===== src/rtl/syncser_pkg.sv =====
// Shared types for the serial port: the layout of the mode register.
// Assumes software writes the whole register at once.
package syncser_pkg;
    // Field order is fixed by software decode: bit0 enable, bit1 length,
    // bit2 clock source, bit3 interrupt source.
    typedef struct packed {
        logic irq_sel;   // 1: completion flag drives irq, 0: ext_int
        logic ext_clk;   // 1: external clock pin, 0: internal divider
        logic len8;      // 1: 8-bit transfer, 0: 4-bit transfer
        logic enable;    // 1: serial function on
    } mode_t;

    localparam int MODE_W = $bits(mode_t);
endpackage


===== src/rtl/syncser_edge_gen.sv =====
// Clock generation and edge detection for the serial port.
// Internal mode: counts instruction-cycle ticks and toggles the clock every
// HALF_TICKS ticks during a transfer; the line falls at start.
// External mode: two-flop synchroniser plus one history flop on sck_in.
// Emits one-cycle rise/fall pulses only while a transfer is active.
module syncser_edge_gen #(
    parameter int HALF_TICKS = 32
) (
    input  logic clk,
    input  logic rst_n,
    input  logic enable,
    input  logic ext_clk,
    input  logic active,
    input  logic start,
    input  logic cyc_tick,
    input  logic sck_in,
    output logic sck_level,
    output logic rise,
    output logic fall
);
    localparam int TICK_W = (HALF_TICKS > 1) ? $clog2(HALF_TICKS) : 1;

    logic [TICK_W-1:0] tick_cnt;
    logic              sck_q;
    logic [2:0]        sync_q;
    logic              half_done;
    logic              int_rise, int_fall, ext_rise, ext_fall;

    assign half_done = cyc_tick && (tick_cnt == TICK_W'(HALF_TICKS - 1));

    // Internal divider: start pulls the line low, ticks toggle it, idle high.
    always_ff @(posedge clk) begin
        if (!rst_n) begin
            sck_q    <= 1'b1;
            tick_cnt <= '0;
        end else if (start && !ext_clk) begin
            sck_q    <= 1'b0;
            tick_cnt <= '0;
        end else if (!active || ext_clk || !enable) begin
            sck_q    <= 1'b1;
            tick_cnt <= '0;
        end else if (cyc_tick) begin
            if (half_done) begin
                tick_cnt <= '0;
                sck_q    <= ~sck_q;
            end else begin
                tick_cnt <= tick_cnt + 1'b1;
            end
        end
    end

    // Synchroniser for the external clock; bit 2 keeps history for edges.
    always_ff @(posedge clk) begin
        if (!rst_n) sync_q <= 3'b111;
        else        sync_q <= {sync_q[1:0], sck_in};
    end

    // Edge pulses from whichever source is selected.
    always_comb begin
        int_rise = half_done && !sck_q;
        int_fall = half_done && sck_q;
        ext_rise = sync_q[1] && !sync_q[2];
        ext_fall = !sync_q[1] && sync_q[2];
        rise = !start && enable && active && (ext_clk ? ext_rise : int_rise);
        fall = !start && enable && active && (ext_clk ? ext_fall : int_fall);
    end

    assign sck_level = sck_q;
endmodule


===== src/rtl/syncser_bit_counter.sv =====
// Counts sampled bits of a transfer and signals its end.
// Assumes rise pulses arrive only while enabled and not at a start.
// The end test uses >= so a length change mid-transfer still terminates.
module syncser_bit_counter #(
    parameter int DATA_W  = 8,
    parameter int SHORT_W = 4
) (
    input  logic clk,
    input  logic rst_n,
    input  logic enable,
    input  logic start,
    input  logic rise,
    input  logic len8,
    output logic active,
    output logic done
);
    localparam int CNT_W = $clog2(DATA_W + 1);

    logic [CNT_W-1:0] bit_cnt;
    logic [CNT_W-1:0] last_idx;
    logic             is_last;

    assign last_idx = len8 ? CNT_W'(DATA_W - 1) : CNT_W'(SHORT_W - 1);
    assign is_last  = (bit_cnt >= last_idx);
    assign done     = rise && active && is_last;

    // Transfer state: armed by start, dropped on the final edge or disable.
    always_ff @(posedge clk) begin
        if (!rst_n) begin
            active  <= 1'b0;
            bit_cnt <= '0;
        end else if (start) begin
            active  <= 1'b1;
            bit_cnt <= '0;
        end else if (!enable) begin
            active  <= 1'b0;
        end else if (rise && active) begin
            bit_cnt <= bit_cnt + 1'b1;
            if (is_last) active <= 1'b0;
        end
    end
endmodule


===== src/rtl/syncser_shift_unit.sv =====
// Shift register and output data flop.
// Rise shifts sdi into bit 0; in short mode bits above SHORT_W-1 hold.
// sdo is a separate flop loaded with the MSB at start and at each fall,
// so it is steady across the sampling edge.
module syncser_shift_unit #(
    parameter int DATA_W  = 8,
    parameter int SHORT_W = 4
) (
    input  logic              clk,
    input  logic              rst_n,
    input  logic              load,
    input  logic              start,
    input  logic [DATA_W-1:0] wdata,
    input  logic              rise,
    input  logic              fall,
    input  logic              sdi,
    input  logic              len8,
    output logic [DATA_W-1:0] data,
    output logic              sdo
);
    logic [DATA_W-1:0] sh_q;
    logic [DATA_W-1:0] nxt;
    logic              cur_msb, load_msb;

    // Per-bit next value: bit 0 takes sdi, upper bits hold in short mode.
    for (genvar i = 0; i < DATA_W; i++) begin : g_stage
        if (i == 0) begin : g_in
            assign nxt[i] = sdi;
        end else if (i >= SHORT_W) begin : g_upper
            assign nxt[i] = len8 ? sh_q[i-1] : sh_q[i];
        end else begin : g_lower
            assign nxt[i] = sh_q[i-1];
        end
    end

    assign cur_msb  = len8 ? sh_q[DATA_W-1]  : sh_q[SHORT_W-1];
    assign load_msb = len8 ? wdata[DATA_W-1] : wdata[SHORT_W-1];

    // Shift register: software load wins, otherwise shift on rising edge.
    always_ff @(posedge clk) begin
        if (!rst_n)    sh_q <= '0;
        else if (load) sh_q <= wdata;
        else if (rise) sh_q <= nxt;
    end

    // Output bit: first bit at start, next bit after each falling edge.
    always_ff @(posedge clk) begin
        if (!rst_n)     sdo <= 1'b1;
        else if (start) sdo <= load_msb;
        else if (fall)  sdo <= cur_msb;
    end

    assign data = sh_q;
endmodule


===== src/rtl/syncser_port.sv =====
// Top of the switchable-length synchronous serial port.
// Holds the mode register and completion flag, muxes the shared interrupt.
// Assumes ext_int is already synchronous to clk and cyc_tick is one cycle.
module syncser_port
    import syncser_pkg::*;
#(
    parameter int DATA_W     = 8,
    parameter int SHORT_W    = 4,
    parameter int HALF_TICKS = 32
) (
    input  logic              clk,
    input  logic              rst_n,
    input  logic              cyc_tick,
    input  logic              mode_we,
    input  logic [MODE_W-1:0] mode_wdata,
    input  logic              shreg_we,
    input  logic [DATA_W-1:0] shreg_wdata,
    output logic [DATA_W-1:0] shreg_rdata,
    input  logic              flag_clr,
    output logic              done_flag,
    input  logic              sck_in,
    output logic              sck_out,
    output logic              sck_oe,
    input  logic              sdi,
    output logic              sdo,
    input  logic              ext_int,
    output logic              irq
);
    mode_t mode_q;
    logic  start, active, rise, fall, done, flag_q;

    assign start = shreg_we && mode_q.enable;

    // Mode register, written whole by software.
    always_ff @(posedge clk) begin
        if (!rst_n)       mode_q <= '0;
        else if (mode_we) mode_q <= mode_t'(mode_wdata);
    end

    // Completion flag: set on the last edge, cleared by software or start.
    always_ff @(posedge clk) begin
        if (!rst_n)                   flag_q <= 1'b0;
        else if (done)                flag_q <= 1'b1;
        else if (start || flag_clr)   flag_q <= 1'b0;
    end

    syncser_edge_gen #(.HALF_TICKS(HALF_TICKS)) u_edge (
        .clk       (clk),
        .rst_n     (rst_n),
        .enable    (mode_q.enable),
        .ext_clk   (mode_q.ext_clk),
        .active    (active),
        .start     (start),
        .cyc_tick  (cyc_tick),
        .sck_in    (sck_in),
        .sck_level (sck_out),
        .rise      (rise),
        .fall      (fall)
    );

    syncser_bit_counter #(.DATA_W(DATA_W), .SHORT_W(SHORT_W)) u_count (
        .clk    (clk),
        .rst_n  (rst_n),
        .enable (mode_q.enable),
        .start  (start),
        .rise   (rise),
        .len8   (mode_q.len8),
        .active (active),
        .done   (done)
    );

    syncser_shift_unit #(.DATA_W(DATA_W), .SHORT_W(SHORT_W)) u_shift (
        .clk   (clk),
        .rst_n (rst_n),
        .load  (shreg_we),
        .start (start),
        .wdata (shreg_wdata),
        .rise  (rise),
        .fall  (fall),
        .sdi   (sdi),
        .len8  (mode_q.len8),
        .data  (shreg_rdata),
        .sdo   (sdo)
    );

    assign done_flag = flag_q;
    assign sck_oe    = mode_q.enable && !mode_q.ext_clk;
    assign irq       = mode_q.irq_sel ? flag_q : ext_int;
endmodule


===== config.mk =====
export PLATFORM = sky130hd
export DESIGN_NAME = syncser_port
export DESIGN_NICKNAME = d
export VERILOG_FILES = /design/src/rtl/syncser_pkg.sv /design/src/rtl/syncser_edge_gen.sv /design/src/rtl/syncser_bit_counter.sv /design/src/rtl/syncser_shift_unit.sv /design/src/rtl/syncser_port.sv
export SDC_FILE = /design/constraint.sdc
export NUM_CORES = 1
export LEC_CHECK = 0
export ABC_AREA = 1
export BUFFER_PORTS_ARGS = -buffer_cell sky130_fd_sc_hd__buf_2
export CORE_MARGIN = 4
export CORE_UTILIZATION = 35
export DETAILED_ROUTE_END_ITERATION = 6
export GPL_TIMING_DRIVEN = 1
export RECOVER_POWER = 100
export SETUP_SLACK_MARGIN = 0.05
export SYNTH_ARGS = -nofsm -noshare
export SYNTH_HDL_FRONTEND = slang
export SYNTH_SLANG_ARGS = --single-unit

===== constraint.sdc =====
create_clock -name clk -period 4.9 [get_ports clk]
set_clock_uncertainty 0.1 [all_clocks]
set_input_delay 0.245 -clock clk [delete_from_list [all_inputs] [get_ports clk]]
set_output_delay 0.245 -clock clk [all_outputs]
set_load 0.05 [all_outputs]

==> results.md, run 1 <==
| Item | Reported | Unit |
|:---|:---|:---|
| Final HPWL from detailed placement | 2140 | um |
| Wire length per cell after detailed routing | 10.5 | um |
| Post-CTS setup buffers | 0 | - |
| Leak Pwr | 0.733 | nW |
| Post-detailed-route count of antenna-violating nets | 0 | - |
| Most frequent cell on the critical path | sky130_fd_sc_hd__nand2_1 | - |
| Ratio of total power to cell area | 303 | mW/mm^2 |
| Library cell occupying the most area in the post-synthesis netlist | sky130_fd_sc_hd__dfxtp_1 | - |
| Resized Gates After CTS | 0 | - |
| Synth Register Bits | 28 | - |
| Total count of max-transition violations in the final report | 0 | - |
| Number of clock buffers inserted by TritonCTS | 3 | - |
| Count of hold-fix buffers inserted at cts | 0 | - |
| Gate Count Post-Synth | 183 | - |
| Outcome | completed | - |
| TritonRoute pass-1 iters | 4 | - |
| Nets in the synthesized netlist | 208 | - |
| Final critical-path share of the clock period | 44.8 | % |
| Slew margin rel. | 59.2 | % |
| Worst-Skew Late Latency | 270 | ps |
| Top library cells by usage in the layout, fill and taps aside | 40 x sky130_fd_sc_hd__nand2_1, 28 x sky130_fd_sc_hd__dfxtp_1, 22 x sky130_fd_sc_hd__inv_1 | - |
| Drt via density | 4.52 | - |
| Clock tree from TritonCTS | built | - |
| Maximum vdd drop | 176 | uV |
| Wire length of the first global-routing pass | 4670 | um |
| Leading post-synthesis cells by cell area | sky130_fd_sc_hd__dfxtp_1 41%, sky130_fd_sc_hd__nand2_1 11%, sky130_fd_sc_hd__a21oi_1 6.6% | - |
| Share of synthesized registers carrying an async set or reset | 0 | % |
| GRT Overall Usage | 11.2 | % |
| Post-synthesis cell type count | 27 | - |
| Vias after detailed routing | 1184 | - |
| Max frequency | 455 | MHz |
| Number of warnings reported in the yosys synthesis log | 0 | - |
| Slowest cell on the critical path | sky130_fd_sc_hd__dfxtp_1 | - |
| Endpoint class of the critical path | flip-flop | - |
| Overall die height | 70.7 | um |
| Commonest register cell after synthesis | sky130_fd_sc_hd__dfxtp_1 | - |
| Syn Std Cell Area | 0.00137 | mm^2 |
| Worst-path maximum fanout | 12 | - |
| Unrepaired setup endpoints after global routing | no | - |
| Clock transition time at the flip-flop clock pins of the worst setup and hold paths | 90 | ps |
| Seq/Total Area, Yosys | 40.8 | % |
| Portion of synthesized cell area occupied by the leading cell type | 40.8 | % |
| CP Data Required Time | 4950 | ps |
| Kind of critical path | flip-flop to flip-flop | - |
| Worst slew pin tran | 614 | ps |
| Horiz. Die Dim | 70.7 | um |
| Sink count of the clock tree | 28 | - |
| Filler cells | 403 | - |
| # port buffers | 33 | - |
| Maximum root-to-sink buffer count | 2 | - |
| Summed negative setup slack over all endpoints | 0 | ps |
| Number of flops mapped to enable cells by yosys | 0 | - |
| Crit-path cells | ha_1, nand2_1, nor2_1, ha_1, nand3_4, nand2_1, nand3_1, nand2_1, nand3_1, nand2_1, nor2_1 | - |
| Worst Path Arrival | 2250 | ps |
| Clock root cell | sky130_fd_sc_hd__clkbuf_8 | - |
| Min cycle time layout | 2200 | ps |
| RD Place Congestion | 0.750 | - |
| Count of H-tree levels built during CTS | 1 | - |
| Via count of the first global-routing pass | 1087 | - |
| Leftover overflow at the end of global routing | 0 | - |
| Final wirelength | 2760 | um |
| Number of top-level pins | 34 | - |
| Area of the core | 0.00372 | mm^2 |
| Syn Area/Cell | 7.51 | um^2 |
| Number of core rows | 22 | - |
| Violation count after the first detailed-route iteration | 42 | - |
| Final setup violation count | 0 | - |
| Worst Hold Class | input pin to flip-flop | - |
| Antenna cells | 0 | - |
| Leading cell type in the layout, fill and taps excluded | sky130_fd_sc_hd__nand2_1 | - |
| Final #Nets | 240 | - |
| Critical Path Source Type | flip-flop | - |
| Share of post-route cells with drive strength above 1 | 15.4 | % |
| Max-Cap Viols | 0 | - |
| Pin count of the biggest net entering global routing | 17 | - |
| Post-route DRC violation count | 0 | - |
| Area Overhead vs Synth | 16.6 | % |
| Fin. Hold Viols | 0 | - |
| Fin Hold WS | 49.3 | ps |
| Starting utilization of the core area | 37.0 | % |
| Worst stage delay on the critical path | 370 | ps |
| Number of antenna violations at the first check in global routing | 0 | - |
| Die Outline Area | 0.00499 | mm^2 |
==> area by class of cell <==
| class | instances | area (um^2) | share of cell area, % |
|---|---|---|---|
| inverter | 22 | 82.6 | 5.16 |
| tap | 48 | 60.1 | 3.75 |
| clock buffer | 3 | 41.3 | 2.58 |
| timing repair buffer | 33 | 148 | 9.22 |
| sequential | 28 | 561 | 35.0 |
| multi-input combinational | 127 | 679 | 42.4 |
| clock inverter | 1 | 30.0 | 1.87 |
==> report_power, final <==
group / switching [mW] / internal [mW]
clock: 0.0698 / 0.109
combinational: 0.0451 / 0.0206
sequential: 0.00498 / 0.235
==> logic make-up (layout without fill, tap and decap cells) <==
kind of cell / count (synthesis) / count (layout) / synth area share [%]
compound gates: 32 / 32 / 11.8
xor+xnor: 3 / 3 / 1.91
fa+ha+maj: 4 / 4 / 3.64
buf+inv: 28 / 59 / 9.20
flops: 28 / 28 / 40.8
mux: 6 / 6 / 4.83
simple gates: 82 / 82 / 27.8
==> per-layer routing <==
metal / track usage, % / share of wire (%)
met1: 14.5 / 50
met5: 0 / 0
met3: 3.55 / 4.8
met2: 17.9 / 44
met4: 3.13 / 0.83
==> worst max-delay path: cells and delay by family (launching register included) <==
family        cells  cell delay [ps]
simple gates      9             1190
fa+ha+maj         2              420
flops             1              370
==> per-stage QoR <==
| step | std cells | cell area, um^2 | util (%) | worst slack (ps) | power [mW] |
|---|---|---|---|---|---|
| final | 262 | 1600 | 43.1 | 2700 | 0.485 |
| after global routing | 262 | 1600 | 43.1 | 2490 | 0.509 |
| after CTS | 262 | 1630 | 43.8 | 2870 | 0.494 |
| after detailed placement | 258 | 1560 | 41.9 | 2910 | 0.314 |
| after global placement | 258 | 1560 | 41.9 | 2990 | 0.314 |
| after floorplan | 183 | 1370 | - | 3230 | 0.296 |
==> cells in the mapped netlist, types with 2 or more instances <==
| library cell | count |
|---|---|
| sky130_fd_sc_hd__buf_6 | 2 |
| sky130_fd_sc_hd__a21oi_1 | 18 |
| sky130_fd_sc_hd__buf_2 | 2 |
| sky130_fd_sc_hd__nand3b_1 | 2 |
| sky130_fd_sc_hd__xor2_1 | 2 |
| sky130_fd_sc_hd__dfxtp_1 | 28 |
| sky130_fd_sc_hd__nand4_1 | 2 |
| sky130_fd_sc_hd__nand2_1 | 39 |
| sky130_fd_sc_hd__ha_1 | 4 |
| sky130_fd_sc_hd__or2_2 | 3 |
| sky130_fd_sc_hd__o22ai_1 | 2 |
| sky130_fd_sc_hd__o21ai_0 | 12 |
| sky130_fd_sc_hd__inv_1 | 22 |
| sky130_fd_sc_hd__nor2_1 | 16 |
| sky130_fd_sc_hd__mux2_2 | 5 |
| sky130_fd_sc_hd__nand3_1 | 13 |
==> flip-flops by register name (all words and copies together), names as in the netlist <==
| signal | count |
|---|---|
| u_edge.sync_q | 3 |
| u_shift.data | 8 |
| u_edge.sck_level | 1 |
| mode_q | 4 |
| done_flag | 1 |
| u_count.bit_cnt | 4 |
| u_count.active | 1 |
| u_edge.tick_cnt | 5 |
| u_shift.sdo | 1 |
==> worst paths after layout <==
| path | cells after the start | to | from | slack (ps) |
|---|---|---|---|---|
| worst max-delay path | 11 | u_shift.data[4]$_SDFFE_PN0P_ | u_edge.tick_cnt[0]$_SDFFE_PP0P_ | 2700 |
| worst min-delay path | 2 | u_edge.sync_q[0]$_SDFF_PN1_ | sck_in | 50 |
| worst max register to register | 11 | u_shift.data[4]$_SDFFE_PN0P_ | u_edge.tick_cnt[0]$_SDFFE_PP0P_ | 2700 |
| worst min register to register | 1 | u_edge.sync_q[1]$_SDFF_PN1_ | u_edge.sync_q[0]$_SDFF_PN1_ | 320 |
Note: power is estimated with default switching activity, not from simulation.
==> run 2, diff against run 1 <==
Clock period 4.9 ns to 1.95 ns, I/O delays scaled along.
==> results.md, run 2 (synthesis results as in run 1) <==
| Item | Reported | Unit |
|:---|:---|:---|
| Clock root cell | sky130_fd_sc_hd__clkbuf_8 | - |
| Antenna cells | 0 | - |
| Area of the core | 0.00372 | mm^2 |
| Min cycle time layout | 1770 | ps |
| Wire length per cell after detailed routing | 10.9 | um |
| Final non-filler cell total | 271 | - |
| Sink count of the clock tree | 28 | - |
| Count of H-tree levels built during CTS | 1 | - |
| Vias after detailed routing | 1252 | - |
| Final HPWL from detailed placement | 2210 | um |
| Violation count after the first detailed-route iteration | 39 | - |
| Fin. Hold Viols | 0 | - |
| Max frequency | 564 | MHz |
| Horiz. Die Dim | 70.7 | um |
| # port buffers | 33 | - |
| Top library cells by usage in the layout, fill and taps aside | 38 x sky130_fd_sc_hd__nand2_1, 26 x sky130_fd_sc_hd__dfxtp_1, 21 x sky130_fd_sc_hd__inv_1 | - |
| Crit-path cells | ha_4, nand2_1, nor2_1, ha_2, nand3_4, nand2_4, nand4_1, a21oi_1, nor2_1 | - |
| Summed negative setup slack over all endpoints | 0 | ps |
| Worst Hold Class | input pin to flip-flop | - |
| Gate family responsible for the most delay along the worst path | simple AND/OR/NAND/NOR gates | - |
| Post-detailed-route count of antenna-violating nets | 0 | - |
| Wire length of the first global-routing pass | 4930 | um |
| Clock tree from TritonCTS | built | - |
| Leftover overflow at the end of global routing | 0 | - |
| Maximum vdd drop | 451 | uV |
| Cell area after placement | 0.00156 | mm^2 |
| Slowest cell on the critical path | sky130_fd_sc_hd__dfxtp_2 | - |
| Final #Nets | 250 | - |
| Post-route DRC violation count | 0 | - |
| Number of core rows | 22 | - |
| Maximum root-to-sink buffer count | 2 | - |
| Power after layout | 1.10 | mW |
| Number of clock buffers inserted by TritonCTS | 3 | - |
| Max-Cap Viols | 0 | - |
| Final setup violation count | 0 | - |
| Worst-Skew Late Latency | 270 | ps |
| Leading cell type in the layout, fill and taps excluded | sky130_fd_sc_hd__nand2_1 | - |
| Pin count of the biggest net entering global routing | 15 | - |
| Worst-path maximum fanout | 5 | - |
| GRT Overall Usage | 12.0 | % |
| Final critical-path share of the clock period | 91.0 | % |
| Critical Path Source Type | flip-flop | - |
| Area Overhead vs Synth | 24.2 | % |
| Final wirelength | 2940 | um |
| Worst slew pin tran | 604 | ps |
| Area taken by flip-flops and latches | 563 | um^2 |
| Most frequent cell on the critical path | sky130_fd_sc_hd__nor2_1 | - |
| Outcome | completed | - |
| Overall die height | 70.7 | um |
| Number of cells in the design after placement | 259 | - |
| Final design area excluding fillers | 0.00171 | mm^2 |
| Via count of the first global-routing pass | 1119 | - |
| Slew margin rel. | 59.9 | % |
| Filler cells | 415 | - |
| Post-layout worst setup margin | 176 | ps |
| Number of flip-flops in the largest register | 8 | - |
| Die Outline Area | 0.00499 | mm^2 |
| CP bufs+invs | 0 | - |
| Unrepaired setup endpoints after global routing | no | - |
| Leak Pwr | 0.760 | nW |
| RD Place Congestion | 0.756 | - |
| Clock transition time at the flip-flop clock pins of the worst setup and hold paths | 90 | ps |
| Multi-input logic area | 722 | um^2 |
| Number of antenna violations at the first check in global routing | 0 | - |
| Number of top-level pins | 34 | - |
| Endpoint class of the critical path | flip-flop | - |
| Drt via density | 4.62 | - |
| DP Worst Slack | 33.4 | ps |
| CP Data Required Time | 2030 | ps |
| Share of post-route cells with drive strength above 1 | 19.7 | % |
| Worst stage delay on the critical path | 370 | ps |
| Total count of max-transition violations in the final report | 0 | - |
| Starting utilization of the core area | 37.0 | % |
| Kind of critical path | flip-flop to flip-flop | - |
| Worst R2R Setup Slack | 180 | ps |
| Ratio of total power to cell area | 643 | mW/mm^2 |
| Worst Path Arrival | 1850 | ps |
| TritonRoute pass-1 iters | 4 | - |
==> run 2: through the flow <==
step	hold WS, ps	utilization, %
after floorplan	104	-
after global placement	183	42.1
after detailed placement	187	42.1
after CTS	5.57	44.8
after global routing	24.9	45.9
final	8.33	45.9
==> run 2: area by class of cell <==
cell class / instances / share of cell area [%]
clock buffers: 3 / 2.42
inverters: 22 / 4.84
multi-input cells: 127 / 42.3
flip-flops and latches: 28 / 33.0
well taps: 48 / 3.52
repair buffers: 43 / 13.9
==> run 2: path summary, 6_finish.rpt <==
path,start,endpoint,cells past startpoint
worst max-delay path,u_edge.tick_cnt[0]$_SDFFE_PP0P_,u_shift.data[7]$_SDFFE_PN0P_,9
worst min-delay path,mode_wdata[0],mode_q[0]$_SDFFE_PN0P_,3
worst max register to register,u_edge.tick_cnt[0]$_SDFFE_PP0P_,u_shift.data[7]$_SDFFE_PN0P_,9
worst min register to register,u_edge.sync_q[0]$_SDFF_PN1_,u_edge.sync_q[1]$_SDFF_PN1_,1
==> run 2: routing by layer <==
metal / global-route usage (%) / vias to the layer above / routed length [um]
met3: 4.12 / 4 / 130
met4: 3.76 / 0 / 27
li1: - / 675 / -
met5: 0 / - / 0
met1: 15.3 / 554 / 1460
met2: 19.1 / 19 / 1320
==> run 2: power breakdown <==
group,internal [mW],switching [mW]
combinational,0.0634,0.119
clock,0.139,0.171
sequential,0.592,0.0128
==> run 2: what timing repair did <==
item / CTS / global route
hold buffers: 6 / 0
pin swaps: 0 / 3
setup buffers: 0 / 3
hold endpoints to repair: 6 / 0
endpoints found under the setup margin: 2 / 14
gates resized for setup: 1 / 9
==> run 2: worst register-to-register path, stage by stage (launching register included) <==
cell and delay [ps]:
sky130_fd_sc_hd__dfxtp_2 370, sky130_fd_sc_hd__ha_4 140, sky130_fd_sc_hd__nand2_1 50, sky130_fd_sc_hd__nor2_1 140, sky130_fd_sc_hd__ha_2 240, sky130_fd_sc_hd__nand3_4 90
sky130_fd_sc_hd__nand2_4 80, sky130_fd_sc_hd__nand4_1 210, sky130_fd_sc_hd__a21oi_1 210, sky130_fd_sc_hd__nor2_1 60
